--- src/rtl/lp_pkg.sv ---
package lp_pkg;

    // Table action chosen for one observed branch
    typedef enum logic [1:0] {
        LP_OP_IDLE,
        LP_OP_HIT,
        LP_OP_HALVE,
        LP_OP_ALLOC
    } lp_op_e;

    localparam int LP_MAX_ADDR_W = 64;

    // A loop closes when control flows back to a lower address
    function automatic logic lp_backward(input logic [LP_MAX_ADDR_W-1:0] src,
                                         input logic [LP_MAX_ADDR_W-1:0] dst);
        return dst < src;
    endfunction

endpackage

--- src/rtl/lp_detect.sv ---
module lp_detect #(
    parameter int ADDR_W = 32
) (
    input  logic              br_valid,
    input  logic [ADDR_W-1:0] br_pc,
    input  logic [ADDR_W-1:0] br_target,
    output logic              loop_ev
);
    import lp_pkg::*;

    logic [LP_MAX_ADDR_W-1:0] pc_ext;
    logic [LP_MAX_ADDR_W-1:0] tgt_ext;

    assign pc_ext  = LP_MAX_ADDR_W'(br_pc);
    assign tgt_ext = LP_MAX_ADDR_W'(br_target);
    assign loop_ev = br_valid && lp_backward(pc_ext, tgt_ext);

endmodule

--- src/rtl/lp_victim.sv ---
module lp_victim #(
    parameter int ENTRIES = 16,
    parameter int CNT_W   = 16,
    localparam int IDX_W  = $clog2(ENTRIES)
) (
    input  logic [ENTRIES-1:0][CNT_W-1:0] cnt,
    output logic [IDX_W-1:0]              victim
);
    logic [CNT_W-1:0] best;

    // Strict less-than keeps the lowest index among equal minima
    always_comb begin
        best   = cnt[0];
        victim = '0;
        for (int i = 1; i < ENTRIES; i++) begin
            if (cnt[i] < best) begin
                best   = cnt[i];
                victim = IDX_W'(i);
            end
        end
    end

endmodule

--- src/rtl/lp_table.sv ---
module lp_table #(
    parameter int ENTRIES = 16,
    parameter int ADDR_W  = 32,
    parameter int CNT_W   = 16,
    localparam int IDX_W  = $clog2(ENTRIES)
) (
    input  logic                           clk,
    input  logic                           rst,
    input  logic                           loop_ev,
    input  logic [ADDR_W-1:0]              ev_tag,
    input  logic [IDX_W-1:0]               victim,
    output logic [ENTRIES-1:0][ADDR_W-1:0] tag_q,
    output logic [ENTRIES-1:0][CNT_W-1:0]  cnt_q
);
    import lp_pkg::*;

    localparam logic [CNT_W-1:0] CNT_MAX = {CNT_W{1'b1}};

    logic [ENTRIES-1:0] valid_q;
    logic [ENTRIES-1:0] hit_vec;
    logic [IDX_W-1:0]   hit_idx;
    logic               any_hit;
    logic [CNT_W-1:0]   hit_cnt;
    logic [CNT_W-1:0]   inc;
    logic               sat;
    lp_op_e             op;

    always_comb begin
        hit_idx = '0;
        for (int i = 0; i < ENTRIES; i++) begin
            if (hit_vec[i]) hit_idx = IDX_W'(i);
        end
    end

    assign any_hit = |hit_vec;
    assign hit_cnt = cnt_q[hit_idx];
    assign inc     = hit_cnt + CNT_W'(1);
    assign sat     = (inc == CNT_MAX);

    always_comb begin
        op = LP_OP_IDLE;
        if (loop_ev) begin
            if (!any_hit)  op = LP_OP_ALLOC;
            else if (sat)  op = LP_OP_HALVE;
            else           op = LP_OP_HIT;
        end
    end

    for (genvar g = 0; g < ENTRIES; g++) begin : g_entry
        assign hit_vec[g] = valid_q[g] && (tag_q[g] == ev_tag);

        always_ff @(posedge clk) begin
            if (rst) begin
                valid_q[g] <= 1'b0;
                tag_q[g]   <= '0;
                cnt_q[g]   <= '0;
            end else begin
                unique case (op)
                    LP_OP_HIT: begin
                        if (hit_vec[g]) cnt_q[g] <= inc;
                    end
                    LP_OP_HALVE: begin
                        cnt_q[g] <= hit_vec[g] ? (inc >> 1) : (cnt_q[g] >> 1);
                    end
                    LP_OP_ALLOC: begin
                        if (victim == IDX_W'(g)) begin
                            valid_q[g] <= 1'b1;
                            tag_q[g]   <= ev_tag;
                            cnt_q[g]   <= CNT_W'(1);
                        end
                    end
                    default: ;
                endcase
            end
        end

        AST_CNT_BELOW_MAX: assert property (@(posedge clk) disable iff (rst)
            cnt_q[g] != CNT_MAX);
    end

    AST_TAG_UNIQUE: assert property (@(posedge clk) disable iff (rst)
        $onehot0(hit_vec));

    AST_HIT_PLUS_ONE: assert property (@(posedge clk) disable iff (rst)
        (op == LP_OP_HIT) |=> cnt_q[$past(hit_idx)] == $past(hit_cnt) + CNT_W'(1));

    AST_HALVE_HIT: assert property (@(posedge clk) disable iff (rst)
        (op == LP_OP_HALVE) |=> cnt_q[$past(hit_idx)] == ($past(hit_cnt) + CNT_W'(1)) >> 1);

    AST_ALLOC_FRESH: assert property (@(posedge clk) disable iff (rst)
        (op == LP_OP_ALLOC) |=> (cnt_q[$past(victim)] == CNT_W'(1))
                             && (tag_q[$past(victim)] == $past(ev_tag)));

    AST_IDLE_STABLE: assert property (@(posedge clk) disable iff (rst)
        (op == LP_OP_IDLE) |=> $stable(cnt_q) && $stable(tag_q));

endmodule

--- src/rtl/loop_profiler.sv ---
module loop_profiler #(
    parameter int ENTRIES = 16,
    parameter int ADDR_W  = 32,
    parameter int CNT_W   = 16,
    localparam int IDX_W  = $clog2(ENTRIES)
) (
    input  logic              clk,
    input  logic              rst,
    input  logic              br_valid,
    input  logic [ADDR_W-1:0] br_pc,
    input  logic [ADDR_W-1:0] br_target,
    input  logic [IDX_W-1:0]  rd_idx,
    output logic [ADDR_W-1:0] rd_tag,
    output logic [CNT_W-1:0]  rd_count
);
    logic                           loop_ev;
    logic [IDX_W-1:0]               victim;
    logic [ENTRIES-1:0][ADDR_W-1:0] tag_q;
    logic [ENTRIES-1:0][CNT_W-1:0]  cnt_q;

    lp_detect #(.ADDR_W(ADDR_W)) u_detect (
        .br_valid  (br_valid),
        .br_pc     (br_pc),
        .br_target (br_target),
        .loop_ev   (loop_ev)
    );

    lp_victim #(.ENTRIES(ENTRIES), .CNT_W(CNT_W)) u_victim (
        .cnt    (cnt_q),
        .victim (victim)
    );

    lp_table #(.ENTRIES(ENTRIES), .ADDR_W(ADDR_W), .CNT_W(CNT_W)) u_table (
        .clk     (clk),
        .rst     (rst),
        .loop_ev (loop_ev),
        .ev_tag  (br_target),
        .victim  (victim),
        .tag_q   (tag_q),
        .cnt_q   (cnt_q)
    );

    always_ff @(posedge clk) begin
        if (rst) begin
            rd_tag   <= '0;
            rd_count <= '0;
        end else begin
            rd_tag   <= tag_q[rd_idx];
            rd_count <= cnt_q[rd_idx];
        end
    end

    AST_NO_LOOP_WHEN_IDLE: assert property (@(posedge clk) disable iff (rst)
        !br_valid |-> !loop_ev);

endmodule

--- config.mk ---
export PLATFORM = sky130hd
export DESIGN_NAME = loop_profiler
export DESIGN_NICKNAME = d
export VERILOG_FILES = /design/src/rtl/lp_pkg.sv /design/src/rtl/lp_detect.sv /design/src/rtl/lp_victim.sv /design/src/rtl/lp_table.sv /design/src/rtl/loop_profiler.sv
export SDC_FILE = /design/constraint.sdc
export NUM_CORES = 2
export LEC_CHECK = 0
export BUFFER_PORTS_ARGS = -buffer_cell sky130_fd_sc_hd__buf_2
export CAP_MARGIN = 10
export CORE_MARGIN = 2
export CORE_UTILIZATION = 55
export DETAILED_ROUTE_END_ITERATION = 12
export PLACE_DENSITY = 0.74
export SETUP_SLACK_MARGIN = 0.15
export SLEW_MARGIN = 20
export SYNTH_ARGS = -nofsm -noshare
export SYNTH_HDL_FRONTEND = slang
export SYNTH_SLANG_ARGS = --single-unit
export TNS_END_PERCENT = 5
--- constraint.sdc ---
create_clock -name clk -period 33.7 [get_ports clk]
set_clock_uncertainty 0.05 [all_clocks]
set_input_delay 0 -clock clk [delete_from_list [all_inputs] [get_ports clk]]
set_output_delay 0 -clock clk [all_outputs]
set_load 0.05 [all_outputs]
Word level (Yosys, flattened, before mapping)
Cells that the tools add are included.

Input bits: 71. Latch bits: 0. Flip-flop bits (word level): 832. Output and inout bits: 48. Memories kept: 0. Memory bits (read-only): 0. Bits in writable memories: 0.

Equal/unequal tests: 67. Reductions and logical operators: 52. Div/mod/pow operators: 0. Mux-type cells: 117. Bitwise gates (word level): 0. $lt $le $gt $ge: 18. Add/subtract/negate cells: 1. Shifts and indexed selects: 0. Multiply operators: 0.

Operators by type and width (count): $mux W16 (48); $pmux W16 S3 (16); $eq A32 B32 Y1 (16); $lt A16 B16 Y1 (15); $mux W15 (16); $bmux W16 S4 (2); $bmux W32 S4 (1); $mux W4 (22); $ne A2 B1 Y1 const B (32); $reduce_and A3 Y1 (16); $eq A4 B4 Y1 const B (8); $lt A32 B32 Y1 (1); $mux W32 (1); $reduce_and A2 Y1 (16); $logic_and A1 B1 Y1 (17); $add A16 B1 Y16 const B (1); $eq A16 B16 Y1 const B (1); $eq A4 B3 Y1 const B (4); $reduce_or A16 Y1 (1); $mux W3 (4); $lt A4 B5 Y1 const B (2); $mux W2 (5); $eq A4 B2 Y1 const B (2); $eq A2 B2 Y1 const B (2); 5 further kinds (6).

Depth between registers and ports, before layout
Depth after elaboration: 33. Gate-level depth with buffers: 226.

Cells and area by module
A second synthesis with hierarchy kept.

Cells, all modules: 7995. Area, all modules: 62620.1 um2.

By module, submodules not included: lp_table (area each 44253.7 um2, times used 1, seq. area each 15695.1 um2, cells each 5682); lp_victim (area each 9593.0 um2, times used 1, seq. area each 0.0 um2, cells each 1349); loop_profiler (area each 7988.9 um2, times used 1, seq. area each 960.9 um2, cells each 853); lp_detect (area each 784.5 um2, times used 1, seq. area each 0.0 um2, cells each 111).

Worst setup path before layout
OpenSTA, ideal clock, no wires.

Kind: register -> register. From: register u_table.cnt_q[14] (netlist name). To: register u_table.tag_q[246] (netlist name). Path slack: -3.282 ns. Arrival: 36.804 ns. Library setup time: 0.128 ns. Period minus slack after synthesis: 36.982 ns. Cell stages (with the launch flop): 221. Buffers on the path: 30. Cell sequence: dfxtp_1 inv_1 ha_1 and3_1 o21ai_0 o311ai_4 nor2_1 buf_4 clkbuf_1 a21oi_1 ha_1 and4_1 nand4_1 a221o_1 o311a_1 o21ai_0 clkbuf_1 clkbuf_1 (+185 left out) nor2b_1 o21ai_0 nand2b_1 a21oi_1 nor2b_1 o21ai_0 nand2b_1 a21oi_1 nor4b_1 a32o_1 o21ba_2 buf_2 nand2_1 or3_1 clkbuf_1 clkbuf_1 mux2i_1 nor2_1.

Cells in the longest elaborated chain, start to end: 32. Elaborated cells on any way between the ends: 54. Those cells by class: add/sub: 1; order compare: 15; eq/ne: 3; mux: 34; reduce/logical: 1.

RTL lines: start, declared (RTL line lp_table.sv:13) `output logic [ENTRIES-1:0][CNT_W-1:0] cnt_q`; start signal, assigned by index (RTL line lp_table.sv:60) `if (hit_vec[g]) cnt_q[g] <= inc;`; start signal, assigned by index (RTL line lp_table.sv:63) `cnt_q[g] <= hit_vec[g] ? (inc >> 1) : (cnt_q[g] >> 1);`; $lt A16 B16 Y1 (RTL line lp_victim.sv:16) `if (cnt[i] < best) begin`; $mux W16 (RTL line lp_victim.sv:16); $lt A16 B16 Y1 (RTL line lp_victim.sv:16); $mux W16 (RTL line lp_victim.sv:16); $lt A16 B16 Y1 (RTL line lp_victim.sv:16); $mux W16 (RTL line lp_victim.sv:16); $lt A16 B16 Y1 (RTL line lp_victim.sv:16); $mux W16 (RTL line lp_victim.sv:16); (+16 left out); $lt A16 B16 Y1 (RTL line lp_victim.sv:16); $mux W16 (RTL line lp_victim.sv:16); $lt A16 B16 Y1 (RTL line lp_victim.sv:16); $mux W16 (RTL line lp_victim.sv:16); $lt A16 B16 Y1 (RTL line lp_victim.sv:16); $mux W4 (RTL line lp_victim.sv:16); $eq A4 B3 Y1 (RTL line lp_table.sv:66) `if (victim == IDX_W'(g)) begin`; $reduce_and A2 Y1 (no line) *; end signal, assigned by index (RTL line lp_table.sv:68) `tag_q[g] <= ev_tag;`; end, declared (RTL line lp_table.sv:12) `output logic [ENTRIES-1:0][ADDR_W-1:0] tag_q,`.

Mark *: on every way between the ends. The rest lies on a longest branch, timed or not. The select of a mux whose other input is x is not followed. A chain may end at the register's enable or synchronous reset.

Worst setup path in the final report
From: register u_table.cnt_q[2] (netlist name). To: register u_table.cnt_q[15] (netlist name).

Cells in the longest elaborated chain, start to end: 33. Elaborated cells on any way between the ends: 61. Those cells by class: add/sub: 1; order compare: 15; eq/ne: 6; mux: 36; reduce/logical: 3.

RTL lines (RTL line): $lt A16 B16 Y1 (lp_victim.sv:16); $mux W16 (lp_victim.sv:16); $lt A16 B16 Y1 (lp_victim.sv:16); $mux W16 (lp_victim.sv:16); $lt A16 B16 Y1 (lp_victim.sv:16); $mux W16 (lp_victim.sv:16); $lt A16 B16 Y1 (lp_victim.sv:16); $mux W16 (lp_victim.sv:16); (+17 left out); $mux W16 (lp_victim.sv:16); $lt A16 B16 Y1 (lp_victim.sv:16); $mux W16 (lp_victim.sv:16); $lt A16 B16 Y1 (lp_victim.sv:16); $mux W4 (lp_victim.sv:16); $logic_not A4 Y1 (lp_table.sv:66); $ne A2 B1 Y1 (no line); $reduce_and A3 Y1 (no line).

Parallel ways exist; a longest one is shown, timed or not. The select of a mux whose other input is x is not followed.

==> impl_results.md <==
- Mapped Avg Cell Area: 8.79 um2
- Die height: 328 um
- Total Wirelength: 223 mm
- Hold path cells: 4
- Placed inst area: 62200 um2
- Routed length per instance: 27.0 um
- Final period util: 96.0%
- Fmax achieved: 30.9 MHz
- First-pass GRT wire length: 321 mm
- Max-slew headroom at the worst pin: 18.7%
- Cells after DPL: 7959
- Initial antenna violation count: 25
- Slowest cell delay on critical path: 0.60 ns
- DRT Pass-1 Iters: 9
- Vias/cell: 6.60
- Share of cells above drive strength 1: 20.7%
- Minimum clock period: 32.35 ns
- Post-synth net total: 6860
- CP Launch Type: register
- Max-cap violations: 0
- Slew @ Worst Pin: 1.19 ns
- GPL Wtd Cong: 1.01
- Number of synthesized flops with an enable pin: 0
- Clk pin slew, worst setup/hold paths: 0.06 ns
- Largest net degree at the start of global routing: 215
- Area grow syn2layout: 18.3%
- Outcome: completed
- Mapped Cells: 6555
- Final hold vios: 0
- Pre-CTS setup slack: -0.0766 ns
- Vias in the first global route: 50100
- Reg2Reg Setup Slack: 1.35 ns
- Hold EP: u_table.tag_q[485]
- CTS Sinks: 832
- Core Region: 104000 um2
- Top cell type's share of synthesized area: 28.9%
- Leading post-synthesis cells by cell area: dfxtp_1 29%, mux2i_1 17%, mux4_2 9.4%
- R2R cell count: 193
- Worst r2r dst: u_table.cnt_q[15]
- I/O pins: 119
- Fin area: 68200 um2
- Worst Path Required: 34.21 ns
- PnR worst setup slack: 1.35 ns
- Drc violations: 0
- CTS Buf Count: 92
- PortBufs: 118
- Post-synthesis register bit count: 832
- H-tree levels: 3
- M3 GR Usage: 13.0%
- Yosys top cell by area: dfxtp_1
- Crit end category: register
- Clk root buf: clkbuf_16
- Nets: 7103
- Met2 Usage GRT: 57.5%
- CP max FO: 12
- Endpoints failing setup: 0
- Worst setup path class: reg -> reg
- # rows: 118
- Slowest-stage cell, CP: or4_4
- Routed Antenna Nets: 0
- Most frequent cell on the critical path: a21oi_2
- Chip Width: 328 um
- Synth warn: 0
- TritonCTS clock tree: done
- Via count: 54500
- Count of cell types in the netlist: 103
- DP HPWL: 156 mm
- Final Max Tran Viols: 0
- Syn Std Cell Area: 57600 um2
- Min-delay src: br_target[5]
- Layout Cells excl Fill: 8262
- CP arrival: 32.86 ns
- Clk buf depth: 3
- Synth Flop Type: dfxtp_1
- Hold crit path type: in -> reg
- Met1 usage: 52.2%
- Grt ovf: 0
- Area of the die: 107000 um2
- Final core occ: 65.8%
- Gr usage total: 39.3%
- Iteration-0 DRC Markers: 7713
- Worst r2r src: u_table.cnt_q[2]
- Most used routing layer: met2
- Starting density of the core: 55.6%
- Register area share after synthesis: 28.9%
- Asr flop ratio synth: 0%
- Clk Latency, worst-skew pair: 0.73 ns
- Critical Path Source: u_table.cnt_q[2]
-- worst max path at each step --
stage | end | slack [ns] | cells after the start
global route | u_table.cnt_q[15] | -0.22 | 213
detailed placement | u_table.tag_q[31] | -0.08 | 200
floorplan | u_table.cnt_q[71] | 0.16 | 221
global placement | u_table.tag_q[24] | 0.48 | 200
finish | u_table.cnt_q[15] | 1.35 | 193
CTS | u_table.tag_q[31] | 0.17 | 205
-- cell usage after synthesis (7+ instances only) --
| cell | count |
|---|---|
| nand2_1 | 500 |
| or2_2 | 11 |
| nand2b_1 | 28 |
| mux4_2 | 240 |
| ha_1 | 234 |
| o21a_1 | 10 |
| dfxtp_1 | 832 |
| a211oi_1 | 25 |
| nor4_1 | 65 |
| nand3b_1 | 8 |
| buf_1 | 50 |
| nand4_1 | 136 |
| a21o_1 | 72 |
| or4_1 | 14 |
| o21ai_0 | 442 |
| o31ai_1 | 11 |
| inv_1 | 212 |
| o211ai_1 | 57 |
| xnor2_1 | 343 |
| o22ai_1 | 8 |
| nand3_1 | 52 |
| and4_1 | 8 |
| o21ai_1 | 7 |
| and2_1 | 11 |
| nor2_1 | 824 |
| or3_1 | 13 |
| buf_4 | 17 |
| nor2b_1 | 74 |
| buf_2 | 43 |
| clkbuf_1 | 440 |
| and3_1 | 17 |
| a21oi_1 | 346 |
| a31oi_1 | 18 |
| mux2i_1 | 966 |
| xor2_1 | 187 |
| mux2_2 | 54 |
| nor3_1 | 34 |
| inv_2 | 12 |
-- cell usage in the layout (no fill, tap or decap), types with 57 or more instances in the layout --
cell / count
dfxtp_1: 828
xnor2_1: 342
a21oi_2: 65
a21o_1: 72
xor2_1: 187
inv_1: 199
ha_1: 204
nand4_1: 136
o211ai_1: 57
a21oi_1: 278
buf_2: 114
mux2i_1: 949
o21ai_0: 382
buf_12: 62
nor2b_1: 74
mux4_2: 240
clkbuf_16: 109
nand2_1: 497
nor2_1: 808
buf_4: 459
nor4_1: 61
-- stage by stage --
step                      hold WS, ns  TNS (ns)
after floorplan                 0.162         0
after global placement          0.387         0
after detailed placement        0.398    -0.687
after CTS                      0.0171         0
after global routing           0.0575    -15.53
final                          0.0549         0
-- layout make-up --
class                      count  area [um2]
antenna                        8        20.0
clock buffer                 125        2640
clock inverter                45         774
fill                        8298       35500
inverter                     224         841
multi-input combinational   4944       39300
sequential                   832       16700
tap                         1380        1730
timing repair buffer         704        6240
-- critical path: cells and delay by family, from the launching register on --
| kind | cells | cell delay, ns |
|---|---|---|
| AND/OR/NAND/NOR | 56 | 8.38 |
| flip-flops | 1 | 0.32 |
| AO/OA/AOI/OAI | 77 | 12.73 |
| buffers and inverters | 39 | 5.05 |
| multiplexers | 6 | 1.42 |
| adder cells (fa/ha/maj) | 15 | 4.16 |
-- cell families (layout without fill, tap and decap cells) --
family                   count (synthesis)  count (layout)  synth area share (%)
buffers and inverters                  780            1098                  5.36
XOR/XNOR                               530             530                  8.06
multiplexers                          1266            1266                  27.4
AO/OA/AOI/OAI                         1088            1088                  11.1
other                                    0               8                     0
adder cells (fa/ha/maj)                240             240                  5.19
flip-flops                             832             832                  28.9
AND/OR/NAND/NOR                       1819            1820                  14.0
-- what timing repair did --
item,4_1_cts,5_1_grt
hold buffers,32,0
cloned,1,17
hold endpoints to repair,512,0
resized for setup,13,288
buffers inserted,6,69
setup endpoints to repair,314,784
pin swaps,6,85
-- flip-flops by register name, indices dropped and copies added, names as in the netlist --
signal,count
rd_count,16
rd_tag,32
u_table.cnt_q,256
u_table.tag_q,512
u_table.valid_q,16
-- routing by layer --
layer  wire [um]  share of wire (%)
met4       12400                5.6
met3       31500                 14
met5          86              0.039
met2       93900                 42
met1       85000                 38
Power is left out: the tool's default activity adds up to more than one toggle a clock period on the data nets, which glitch-free logic cannot reach.
